$ cat config.mk
export PLATFORM = sky130hd
export DESIGN_NAME = bulk_out_pingpong
export DESIGN_NICKNAME = d
export VERILOG_FILES = /design/src/rtl/bop_pkg.sv /design/src/rtl/bop_slot_mem.sv /design/src/rtl/bop_rx_ctrl.sv /design/src/rtl/bop_rd_ctrl.sv /design/src/rtl/bop_slot_track.sv /design/src/rtl/bulk_out_pingpong.sv
export SDC_FILE = /design/constraint.sdc
export NUM_CORES = 1
export LEC_CHECK = 0
export BUFFER_PORTS_ARGS = -buffer_cell sky130_fd_sc_hd__buf_2
export CORE_UTILIZATION = 55
export CTS_CLUSTER_SIZE = 24
export DETAILED_ROUTE_END_ITERATION = 12
export PLACE_DENSITY = 0.71
export SYNTH_ARGS = -nofsm -noshare
export SYNTH_HDL_FRONTEND = slang
export SYNTH_SLANG_ARGS = --single-unit
$ cat constraint.sdc
create_clock -name clk -period 4.3 [get_ports clk]
set_clock_uncertainty 0.1 [all_clocks]
set_input_delay 0.43 -clock clk [delete_from_list [all_inputs] [get_ports clk]]
set_output_delay 0.43 -clock clk [all_outputs]
set_load 0.02 [all_outputs]
$ cat src/rtl/bop_pkg.sv
package bop_pkg;
    typedef enum logic [1:0] {
        SLOT_FREE = 2'd0,
        SLOT_FILL = 2'd1,
        SLOT_FULL = 2'd2
    } slot_state_e;

    localparam int NUM_SLOTS = 2;
endpackage

$ cat src/rtl/bop_slot_mem.sv
// One packet slot: register array with a write port and an asynchronous read.
module bop_slot_mem #(
    parameter int DEPTH  = 64,
    parameter int DATA_W = 8,
    localparam int ADDR_W = $clog2(DEPTH)
) (
    input  logic              clk,
    input  logic              wr_en,
    input  logic [ADDR_W-1:0] wr_addr,
    input  logic [DATA_W-1:0] wr_data,
    input  logic [ADDR_W-1:0] rd_addr,
    output logic [DATA_W-1:0] rd_data
);
    logic [DEPTH-1:0][DATA_W-1:0] mem_d, mem_q;

    always_comb begin
        mem_d = mem_q;
        if (wr_en) begin
            mem_d[wr_addr] = wr_data;
        end
    end

    always_ff @(posedge clk) begin
        mem_q <= mem_d;
    end

    assign rd_data = mem_q[rd_addr];
endmodule

$ cat src/rtl/bop_rx_ctrl.sv
// Receive side: token answer, byte placement, commit, abort and overflow.
module bop_rx_ctrl #(
    parameter int DEPTH  = 64,
    parameter int DATA_W = 8,
    localparam int ADDR_W = $clog2(DEPTH),
    localparam int CNT_W  = $clog2(DEPTH + 1)
) (
    input  logic              clk,
    input  logic              rst,
    input  logic              tok_out,
    input  logic              rx_wr,
    input  logic [DATA_W-1:0] rx_byte,
    input  logic              rx_eop,
    input  logic              rx_abort,
    input  logic              tgt_free,
    output logic              tok_ack,
    output logic              tok_nak,
    output logic              wr_sel,
    output logic              claim,
    output logic              commit,
    output logic              drop,
    output logic [CNT_W-1:0]  commit_len,
    output logic              mem_we,
    output logic [ADDR_W-1:0] mem_addr,
    output logic [DATA_W-1:0] mem_wdata,
    output logic              ovf_flag
);
    localparam logic [CNT_W-1:0] FULL_CNT = CNT_W'(DEPTH);
    localparam logic [CNT_W-1:0] ONE_CNT  = CNT_W'(1);

    typedef struct packed {
        logic             active;
        logic             sel;
        logic [CNT_W-1:0] cnt;
        logic             ovf;
    } rx_state_t;

    rx_state_t st_d, st_q;

    always_comb begin
        st_d    = st_q;
        tok_ack = 1'b0;
        tok_nak = 1'b0;
        claim   = 1'b0;
        commit  = 1'b0;
        drop    = 1'b0;
        mem_we  = 1'b0;

        if (tok_out) begin
            if (!st_q.active && tgt_free) begin
                tok_ack     = 1'b1;
                claim       = 1'b1;
                st_d.active = 1'b1;
                st_d.cnt    = '0;
            end else begin
                tok_nak = 1'b1;
            end
        end else if (st_q.active) begin
            if (rx_abort) begin
                drop        = 1'b1;
                st_d.active = 1'b0;
            end else if (rx_eop) begin
                commit      = 1'b1;
                st_d.active = 1'b0;
                st_d.sel    = ~st_q.sel;
            end else if (rx_wr) begin
                if (st_q.cnt == FULL_CNT) begin
                    drop        = 1'b1;
                    st_d.active = 1'b0;
                    st_d.ovf    = 1'b1;
                end else begin
                    mem_we   = 1'b1;
                    st_d.cnt = st_q.cnt + ONE_CNT;
                end
            end
        end
    end

    always_ff @(posedge clk) begin
        if (rst) begin
            st_q <= '0;
        end else begin
            st_q <= st_d;
        end
    end

    assign wr_sel     = st_q.sel;
    assign commit_len = st_q.cnt;
    assign mem_addr   = st_q.cnt[ADDR_W-1:0];
    assign mem_wdata  = rx_byte;
    assign ovf_flag   = st_q.ovf;
endmodule

$ cat src/rtl/bop_rd_ctrl.sv
// Read side: pointer into the oldest committed slot and release on last byte.
module bop_rd_ctrl #(
    parameter int DEPTH = 64,
    localparam int ADDR_W = $clog2(DEPTH),
    localparam int CNT_W  = $clog2(DEPTH + 1)
) (
    input  logic              clk,
    input  logic              rst,
    input  logic              rd_pop,
    input  logic              cur_full,
    input  logic [CNT_W-1:0]  cur_len,
    output logic              rd_sel,
    output logic [ADDR_W-1:0] rd_addr,
    output logic              rel_pulse,
    output logic              byte_valid,
    output logic [CNT_W-1:0]  remain
);
    localparam logic [CNT_W-1:0] ONE_CNT = CNT_W'(1);

    typedef struct packed {
        logic             sel;
        logic [CNT_W-1:0] ptr;
    } rd_state_t;

    rd_state_t st_d, st_q;
    logic [CNT_W-1:0] ptr_inc;

    always_comb begin
        st_d      = st_q;
        ptr_inc   = st_q.ptr + ONE_CNT;
        rel_pulse = 1'b0;
        if (rd_pop && cur_full) begin
            if (ptr_inc >= cur_len) begin
                rel_pulse = 1'b1;
                st_d.ptr  = '0;
                st_d.sel  = ~st_q.sel;
            end else begin
                st_d.ptr = ptr_inc;
            end
        end
    end

    always_ff @(posedge clk) begin
        if (rst) begin
            st_q <= '0;
        end else begin
            st_q <= st_d;
        end
    end

    assign rd_sel     = st_q.sel;
    assign rd_addr    = st_q.ptr[ADDR_W-1:0];
    assign byte_valid = cur_full && (st_q.ptr < cur_len);
    assign remain     = cur_full ? (cur_len - st_q.ptr) : '0;
endmodule

$ cat src/rtl/bop_slot_track.sv
// Occupancy and committed length of each slot.
module bop_slot_track #(
    parameter int DEPTH = 64,
    localparam int CNT_W = $clog2(DEPTH + 1),
    localparam int NS    = bop_pkg::NUM_SLOTS
) (
    input  logic                   clk,
    input  logic                   rst,
    input  logic                   claim,
    input  logic                   commit,
    input  logic                   drop,
    input  logic                   wr_sel,
    input  logic [CNT_W-1:0]       commit_len,
    input  logic                   rel_pulse,
    input  logic                   rd_sel,
    output logic [NS-1:0]          slot_free,
    output logic [NS-1:0]          slot_full,
    output logic [NS-1:0][CNT_W-1:0] slot_len
);
    import bop_pkg::*;

    typedef struct packed {
        slot_state_e [NS-1:0]     st;
        logic [NS-1:0][CNT_W-1:0] len;
    } track_t;

    track_t tr_d, tr_q;

    always_comb begin
        tr_d = tr_q;
        for (int i = 0; i < NS; i++) begin
            if (wr_sel == i[0]) begin
                if (claim) begin
                    tr_d.st[i] = SLOT_FILL;
                end else if (commit) begin
                    tr_d.st[i]  = SLOT_FULL;
                    tr_d.len[i] = commit_len;
                end else if (drop) begin
                    tr_d.st[i] = SLOT_FREE;
                end
            end
            if (rel_pulse && (rd_sel == i[0])) begin
                tr_d.st[i]  = SLOT_FREE;
                tr_d.len[i] = '0;
            end
        end
    end

    always_ff @(posedge clk) begin
        if (rst) begin
            tr_q <= '0;
        end else begin
            tr_q <= tr_d;
        end
    end

    for (genvar g = 0; g < NS; g++) begin : g_flags
        assign slot_free[g] = (tr_q.st[g] == SLOT_FREE);
        assign slot_full[g] = (tr_q.st[g] == SLOT_FULL);
        assign slot_len[g]  = tr_q.len[g];
    end
endmodule

$ cat src/rtl/bulk_out_pingpong.sv
// Two-slot ping-pong receive buffer for a bulk OUT endpoint.
module bulk_out_pingpong #(
    parameter int DEPTH  = 64,
    parameter int DATA_W = 8
) (
    input  logic                         clk,
    input  logic                         rst,
    input  logic                         svc_dma_sel,
    input  logic                         tok_out,
    output logic                         tok_ack,
    output logic                         tok_nak,
    input  logic                         rx_wr,
    input  logic [DATA_W-1:0]            rx_byte,
    input  logic                         rx_eop,
    input  logic                         rx_abort,
    input  logic                         rd_pop,
    output logic [DATA_W-1:0]            rd_byte,
    output logic [$clog2(DEPTH+1)-1:0]   rd_remain,
    output logic                         pkt_avail,
    output logic                         irq,
    output logic                         dma_req,
    output logic                         ovf_flag
);
    localparam int ADDR_W = $clog2(DEPTH);
    localparam int CNT_W  = $clog2(DEPTH + 1);
    localparam int NS     = bop_pkg::NUM_SLOTS;

    logic                     wr_sel, claim, commit, drop;
    logic [CNT_W-1:0]         commit_len;
    logic                     mem_we;
    logic [ADDR_W-1:0]        mem_addr;
    logic [DATA_W-1:0]        mem_wdata;
    logic                     rd_sel, rel_pulse, byte_valid;
    logic [ADDR_W-1:0]        rd_addr;
    logic [NS-1:0]            slot_free, slot_full;
    logic [NS-1:0][CNT_W-1:0] slot_len;
    logic [NS-1:0][DATA_W-1:0] slot_rd;
    logic                     tgt_free, cur_full;
    logic [CNT_W-1:0]         cur_len;

    assign tgt_free = slot_free[wr_sel];
    assign cur_full = slot_full[rd_sel];
    assign cur_len  = slot_len[rd_sel];

    bop_rx_ctrl #(.DEPTH(DEPTH), .DATA_W(DATA_W)) u_rx (
        .clk        (clk),
        .rst        (rst),
        .tok_out    (tok_out),
        .rx_wr      (rx_wr),
        .rx_byte    (rx_byte),
        .rx_eop     (rx_eop),
        .rx_abort   (rx_abort),
        .tgt_free   (tgt_free),
        .tok_ack    (tok_ack),
        .tok_nak    (tok_nak),
        .wr_sel     (wr_sel),
        .claim      (claim),
        .commit     (commit),
        .drop       (drop),
        .commit_len (commit_len),
        .mem_we     (mem_we),
        .mem_addr   (mem_addr),
        .mem_wdata  (mem_wdata),
        .ovf_flag   (ovf_flag)
    );

    bop_slot_track #(.DEPTH(DEPTH)) u_track (
        .clk        (clk),
        .rst        (rst),
        .claim      (claim),
        .commit     (commit),
        .drop       (drop),
        .wr_sel     (wr_sel),
        .commit_len (commit_len),
        .rel_pulse  (rel_pulse),
        .rd_sel     (rd_sel),
        .slot_free  (slot_free),
        .slot_full  (slot_full),
        .slot_len   (slot_len)
    );

    bop_rd_ctrl #(.DEPTH(DEPTH)) u_rd (
        .clk        (clk),
        .rst        (rst),
        .rd_pop     (rd_pop),
        .cur_full   (cur_full),
        .cur_len    (cur_len),
        .rd_sel     (rd_sel),
        .rd_addr    (rd_addr),
        .rel_pulse  (rel_pulse),
        .byte_valid (byte_valid),
        .remain     (rd_remain)
    );

    for (genvar g = 0; g < NS; g++) begin : g_slot
        bop_slot_mem #(.DEPTH(DEPTH), .DATA_W(DATA_W)) u_mem (
            .clk     (clk),
            .wr_en   (mem_we && (wr_sel == g[0])),
            .wr_addr (mem_addr),
            .wr_data (mem_wdata),
            .rd_addr (rd_addr),
            .rd_data (slot_rd[g])
        );
    end

    assign rd_byte   = byte_valid ? slot_rd[rd_sel] : '0;
    assign pkt_avail = cur_full;
    assign irq       = cur_full && !svc_dma_sel;
    assign dma_req   = cur_full && svc_dma_sel;
endmodule

* Word level (Yosys, flattened, before mapping)
Index checks and enable logic that the tools add are counted.
Word-level totals: register bits after elaboration 1060, bits in latches 0, RAM bits 0, ROM bits 0, bits of input ports 16, output and inout bits 21, logic and storage cells 246, memories 0
Cells by class: add/sub/neg operators 3, $mul 0, divide/modulo/power cells 0, $lt $le $gt $ge 7, equality and inequality tests 7, shifts and indexed selects 0, multiplexer cells 58, bitwise logic cells 6, reduce and logical (&&, ||, !) cells 27
Operators by type and width (number):
- $bwmux W512 | 2
- $bmux W8 S6 | 2
- $mux W8 | 8
- $mux W7 | 7
- $demux W8 S6 | 1
- $mux W1 | 33
- $add A7 B1 Y7 const B | 2
- $lt A6 B7 Y1 const B | 2
- $reduce_and A6 Y1 | 2
- $logic_and A1 B1 Y1 | 10
- $mux W10 | 1
- $mux W9 | 1
- $eq A7 B7 Y1 const B | 1
- $ge A7 B7 Y1 | 1
- $lt A7 B7 Y1 | 1
- $sub A7 B7 Y7 | 1
- $ge A6 B1 Y1 const B | 1
- $mux W2 | 3
- $ne A2 B2 Y1 const B | 3
- $not A1 Y1 | 6
- $reduce_and A2 Y1 | 3
- $reduce_and A3 Y1 | 2
- $eq A2 B2 Y1 const B | 2
- $logic_not A2 Y1 | 2
- 7 further kinds | 11

* Depth between registers and ports, before layout
depth in word-level cells 10, gate-level depth with buffers 14, depth with buffers taken out 10

* Hierarchy
From an unflattened synthesis, not the netlist that was laid out.
Unflattened totals: cell total of the unflattened synthesis 2204, area, all modules 42908.7 µm²
By module, submodules not included:
- bop_slot_mem | instances 2, cells each 924, area each 19989.2 µm², sequential area each 15374.7 µm²
- bop_rd_ctrl | instances 1, cells each 130, area each 1033.5 µm², sequential area each 160.2 µm²
- bop_slot_track | instances 1, cells each 107, area each 832.0 µm², sequential area each 360.3 µm²
- bop_rx_ctrl | instances 1, cells each 87, area each 750.7 µm², sequential area each 200.2 µm²
- bulk_out_pingpong | instances 1, cells each 32, area each 314.1 µm², sequential area each 0.0 µm²

* Worst setup path after synthesis
No wires, ideal clock.
path kind reg2out, start point register u_rd.st_q (netlist bit u_rd.rd_addr[1]), end point output port rd_byte[3], data arrival time 3357 ps, required time 3770 ps, path slack 413 ps, cell stages (with the launch flop) 15, buffers on the path 6, cell sequence dfxtp_1 -> buf_4 -> buf_4 -> buf_4 -> buf_2 -> clkbuf_1 -> inv_1 -> ha_1 -> nor2b_1 -> o31ai_1 -> a311o_1 -> clkbuf_1 -> a2111oi_0 -> nor3_1 -> nand4_1
Between the ends: word-level cells in the longest chain between the ends 5, elaborated cells between the ends (all ways) 9, those cells by class order compare: 1; mux: 7; reduce/logical: 1
Ends and longest elaborated chain:
- from (decl) | line bop_rd_ctrl.sv:25 | rd_state_t st_d, st_q;
- from (signal assigned) | line bop_rd_ctrl.sv:47 | st_q <= st_d;
- $bmux W8 S6 | line bop_slot_mem.sv:27 | assign rd_data = mem_q[rd_addr];
- $mux W8 (implied by the code) | line bop_slot_mem.sv:27
- $mux W8 (implied by the code) (2 in a row) | line bulk_out_pingpong.sv:106 | assign rd_byte = byte_valid ? slot_rd[rd_sel] : '0;
- $mux W8 * | line bulk_out_pingpong.sv:106
- to (decl) | line bulk_out_pingpong.sv:17 | output logic [DATA_W-1:0] rd_byte,
Mark *: on every way between the ends. The rest lies on a longest branch, timed or not. The select of a mux whose other input is x is not followed.

* Worst setup path after layout
start point register u_rd.st_q (netlist bit u_rd.rd_addr[0]), end point output port rd_byte[3]
Same word-level chain as after synthesis.

==> PnR_summary.wiki <==
{| class="wikitable"
! Metric !! Value
|-
| Power share of the clock group || 0.432
|-
| Placement Rows || 101
|-
| Routed length per instance || slightly below 30 um
|-
| Die Footprint || approximately 0.079 sq mm
|-
| Router iterations before antenna repair || 6
|-
| Layout cells sized above 1 || 0.214
|-
| Synthesis-to-finish area growth || 13.5%
|-
| Initial core utilization || 0.559
|-
| Final Net Count || about 2,500
|-
| Total wire length || 105,000 um
|-
| Setup TNS Final || 0 ns
|-
| Max stage delay cell, worst path || sky130_fd_sc_hd__mux4_1
|-
| Worst-margin pin slew || 1.23 ns
|-
| CTS Buffer Depth || 3
|-
| Final critical delay including setup and external delays || 4.24 ns
|-
| Count of vias placed by the detailed router || 23,200
|-
| Post-synthesis sequential area ratio || 0.737
|-
| Max FO, Critical Path || 28
|-
| Internal power || between 15 and 20 mW
|-
| Worst EP arrival || 3.71 ns
|-
| Max Cap Viol || 0
|-
| #FFs+latches synth || around 1,100
|-
| Initial antenna violation count || 2
|-
| Core Area || around 0.076 sq mm
|-
| Ranking of synthesized cells by area || sky130_fd_sc_hd__edfxtp_1 72%, sky130_fd_sc_hd__mux4_2 7.4%, sky130_fd_sc_hd__mux2i_1 5.2%
|-
| CTS tree || built
|-
| Cell count of the worst hold path || 4
|-
| Delay of the slowest cell on the worst path || around 0.57 ns
|-
| Max_slew headroom || 0.179
|-
| Worst Path Class, Setup || flop to output pin
|-
| Post-synthesis net count || ~2,300
|-
| Most area-hungry cell type in the Yosys netlist || sky130_fd_sc_hd__edfxtp_1
|-
| CTS Root Cell || sky130_fd_sc_hd__clkbuf_16
|-
| Cts bufs inserted || 104
|-
| Chip width || 281 um
|-
| Number of cells produced by synthesis || 2,291
|-
| Final Hold Violating Endpoints || 0
|-
| Clock latency at the later pin of the worst-skew pair || ~0.66 ns
|-
| CP Cell Sequence || buf_12 -> buf_4 -> mux4_1 -> nor2_1 -> a221oi_1 -> a21oi_1 -> a211o_1 -> nand4_1 -> buf_4
|-
| DIE HEIGHT || approximately 280 um
|-
| Post-synth top flop || sky130_fd_sc_hd__edfxtp_1
|-
| Endpoints failing setup || 0
|-
| CTS H-tree lvls || 3
|-
| Synthesis Warnings || 0
|-
| Depth of the most critical reg-to-reg path || 8
|-
| Clock transition at path regs || ~0.060 ns
|-
| Worst supply voltage drop on vdd || roughly 0.30 mV
|-
| Count of input and output buffers || 36
|-
| Weighted congestion reported at the end of routability-driven placement || a little over 0.9
|-
| Area of all sequential standard cells || 0.0315 sq mm
|-
| Relative contribution of sequential cells to total power || 0.552
|-
| Antenna-violating nets left || 0
|-
| Switching part of the total power || 0.200
|-
| Summed instance area of the synthesized netlist || roughly 0.043 sq mm
|-
| Largest net degree at the start of global routing || roughly 110
|-
| Leakage power || ~15 nW
|-
| Kind of start point of the critical path || flop
|-
| Total power draw || between 20 and 25 mW
|-
| Type of element capturing the critical path || output pin
|-
| Final Cycle Share || 0.986
|-
| Number of DRC markers in iteration 0 || about 2,700
|-
| Wire length of the first global-routing pass || roughly 150,000 um
|-
| Sum of net half-perimeters after detailed placement || between 60,000 and 70,000 um
|-
| Fill cell count || around 5,200
|-
| Crit-path most repeated cell || sky130_fd_sc_hd__buf_4
|-
| Share of async-settable or async-resettable flops after synthesis || 0
|-
| Part of the power in combinational logic || 0.016
|-
| Overflow after GRT || 0
|-
| Via count of the first global-routing pass || around 23,000
|-
| Pwr Density || roughly 420 mW/mm^2
|-
| Tot GR Track Use || 0.270
|-
| Multi-input gate area in the final layout || 0.0104 sq mm
|-
| Data required time of the critical path || 3.77 ns
|-
| Share of the synthesized area in the top cell type || 0.720
|-
| Final-report max-slew violation count || 0
|-
| Number of distinct library cells after synthesis || 63
|-
| Vias per Instance || roughly 6.4
|-
| Number of clock sinks seen by CTS || approximately 1,100
|-
| Syn avg cell area || ~19 sq um
|-
| Drt drc || 0
|-
| Number of top-level design ports || 37
|-
| Setup repair after global routing missed its margin || yes
|-
| Fmax achieved || between 200 and 250 MHz
|-
| Final antenna diode count || 0
|-
| Status || complete, no violations
|-
| Min-Delay Path Class || primary input to flop
|-
| Number of synthesized flops with an enable pin || between 1,000 and 1,500
|-
| Sw Pwr || slightly above 4 mW
|}
[cell families after synthesis]
| family | synth area share |
|---|---|
| compound gates | 0.0505 |
| xor+xnor | 0.00451 |
| fa+ha+maj | 0.00545 |
| buf+inv | 0.0234 |
| flops | 0.737 |
| mux | 0.142 |
| simple gates | 0.0370 |
[cells in the mapped netlist (4+ instances only)]
cell type	n
sky130_fd_sc_hd__xor2_1	8
sky130_fd_sc_hd__dfxtp_1	36
sky130_fd_sc_hd__a221oi_2	6
sky130_fd_sc_hd__a221oi_1	84
sky130_fd_sc_hd__o21a_1	5
sky130_fd_sc_hd__mux4_2	140
sky130_fd_sc_hd__buf_1	9
sky130_fd_sc_hd__inv_1	26
sky130_fd_sc_hd__buf_8	7
sky130_fd_sc_hd__clkbuf_1	57
sky130_fd_sc_hd__buf_6	6
sky130_fd_sc_hd__buf_2	23
sky130_fd_sc_hd__a22oi_1	53
sky130_fd_sc_hd__edfxtp_1	1024
sky130_fd_sc_hd__nand3_1	18
sky130_fd_sc_hd__nor2_1	179
sky130_fd_sc_hd__nand2_1	73
sky130_fd_sc_hd__mux2i_1	220
sky130_fd_sc_hd__a21oi_1	32
sky130_fd_sc_hd__or3_1	6
sky130_fd_sc_hd__o21ai_0	37
sky130_fd_sc_hd__buf_12	11
sky130_fd_sc_hd__ha_1	17
sky130_fd_sc_hd__mux4_1	26
sky130_fd_sc_hd__a2111oi_0	23
sky130_fd_sc_hd__nor3_1	40
sky130_fd_sc_hd__nor2b_1	8
sky130_fd_sc_hd__a211oi_1	4
sky130_fd_sc_hd__xnor2_1	14
sky130_fd_sc_hd__nor4_1	4
sky130_fd_sc_hd__buf_4	18
sky130_fd_sc_hd__o21ai_1	12
sky130_fd_sc_hd__nand4_1	9
sky130_fd_sc_hd__a211o_1	6
[registers in the layout (all words and copies together), names as in the netlist]
signal,count
u_rx.st_q,1
u_rd.rd_addr,6
u_rd.rd_sel,1
u_track.tr_q,4
g_slot.u_mem.mem_q,1024
u_rx.commit_len,7
u_rx.wr_sel,1
u_rd.st_q,1
u_rx.ovf_flag,1
u_track.slot_len,14
[layout by cell type (no fill, tap or decap), drive strengths merged, types with 4 or more instances in the layout]
master / n
mux2i: 220
inv: 29
a22oi: 53
nand3: 18
nor2: 179
bufinv: 7
clkinv: 46
o21ai: 50
a211o: 6
a221oi: 90
dfxtp: 36
a211oi: 4
o21a: 5
mux4: 166
buf: 220
nor4: 7
xor2: 8
nor2b: 8
clkbuf: 140
a21oi: 32
a2111oi: 25
edfxtp: 1024
nor3: 40
nand4: 9
ha: 17
xnor2: 14
nand2: 73
or3: 6
[per-stage QoR]
| stage | area, sq um | utilization | setup slack (ns) | std cells | hold slack, ns |
|---|---|---|---|---|---|
| 6_report | 48500 | 0.635 | 0.0623 | 3610 | 0.107 |
| 5_1_grt | 48500 | 0.635 | -0.0292 | 3610 | 0.133 |
| 4_1_cts | 48200 | 0.632 | 0.00552 | 3604 | 0.0759 |
| 3_5_place_dp | 44800 | 0.587 | 0.364 | 3403 | 0.419 |
| 3_3_place_gp | 44800 | 0.587 | 0.452 | 3403 | 0.418 |
| 2_1_floorplan | 42700 | - | 0.413 | 2291 | 0.381 |
[metal layers]
| metal | GRT usage | up-vias | share of wire |
|---|---|---|---|
| li1 | - | 9808 | - |
| met1 | 0.389 | 11800 | 0.40 |
| met2 | 0.415 | 1371 | 0.47 |
| met3 | 0.0475 | 212 | 0.099 |
| met4 | 0.101 | 2 | 0.037 |
| met5 | 0 | - | 0.00010 |
[timing repair]
action                                  in CTS  in global routing
hold endpoints to repair                     5                  0
pin swaps                                    2                  4
gates cloned                                 0                  2
endpoints found under the setup margin       8                  7
setup buffers                                2                  4
hold buffers                                 3                  0
gates resized for setup                     16                 34
[cell type report]
class                      instances  area share
clock buffer                     138      0.0581
inverter                          27     0.00209
timing repair buffer             225      0.0387
clock inverter                    58      0.0104
sequential                      1060       0.649
multi-input combinational       1072       0.215
tap                             1030      0.0266
[path summary, 6_finish.rpt]
| path | start | end | slack [ns] |
|---|---|---|---|
| worst min-delay path | rd_pop | u_rd.rd_addr[2] | 0.11 |
| worst min register to register | u_track.tr_q[16] | u_track.tr_q[16] | 0.44 |
| worst max register to register | u_rx.commit_len[0] | g_slot[1].u_mem.mem_q[388] | 0.72 |
| worst max-delay path | u_rd.rd_addr[0] | rd_byte[3] | 0.06 |
[worst max-delay path: cells and delay by family, from the launching register on]
kind	cells	cell delay, ns
buf+inv	3	0.78
simple gates	2	0.37
compound gates	3	0.81
flops	1	0.49
mux	1	0.57
[power by group through the flow]
stage / clock network (mW) / logic (mW) / registers, mW
floorplan: 0 / 0.0884 / 11.5
global placement: 0 / 0.303 / 11.5
detailed placement: 0 / 0.320 / 11.5
CTS: 8.92 / 0.323 / 11.3
global route: 9.31 / 0.342 / 11.3
finish: 8.85 / 0.326 / 11.3
No activity file was read; power rests on OpenSTA's default activity.
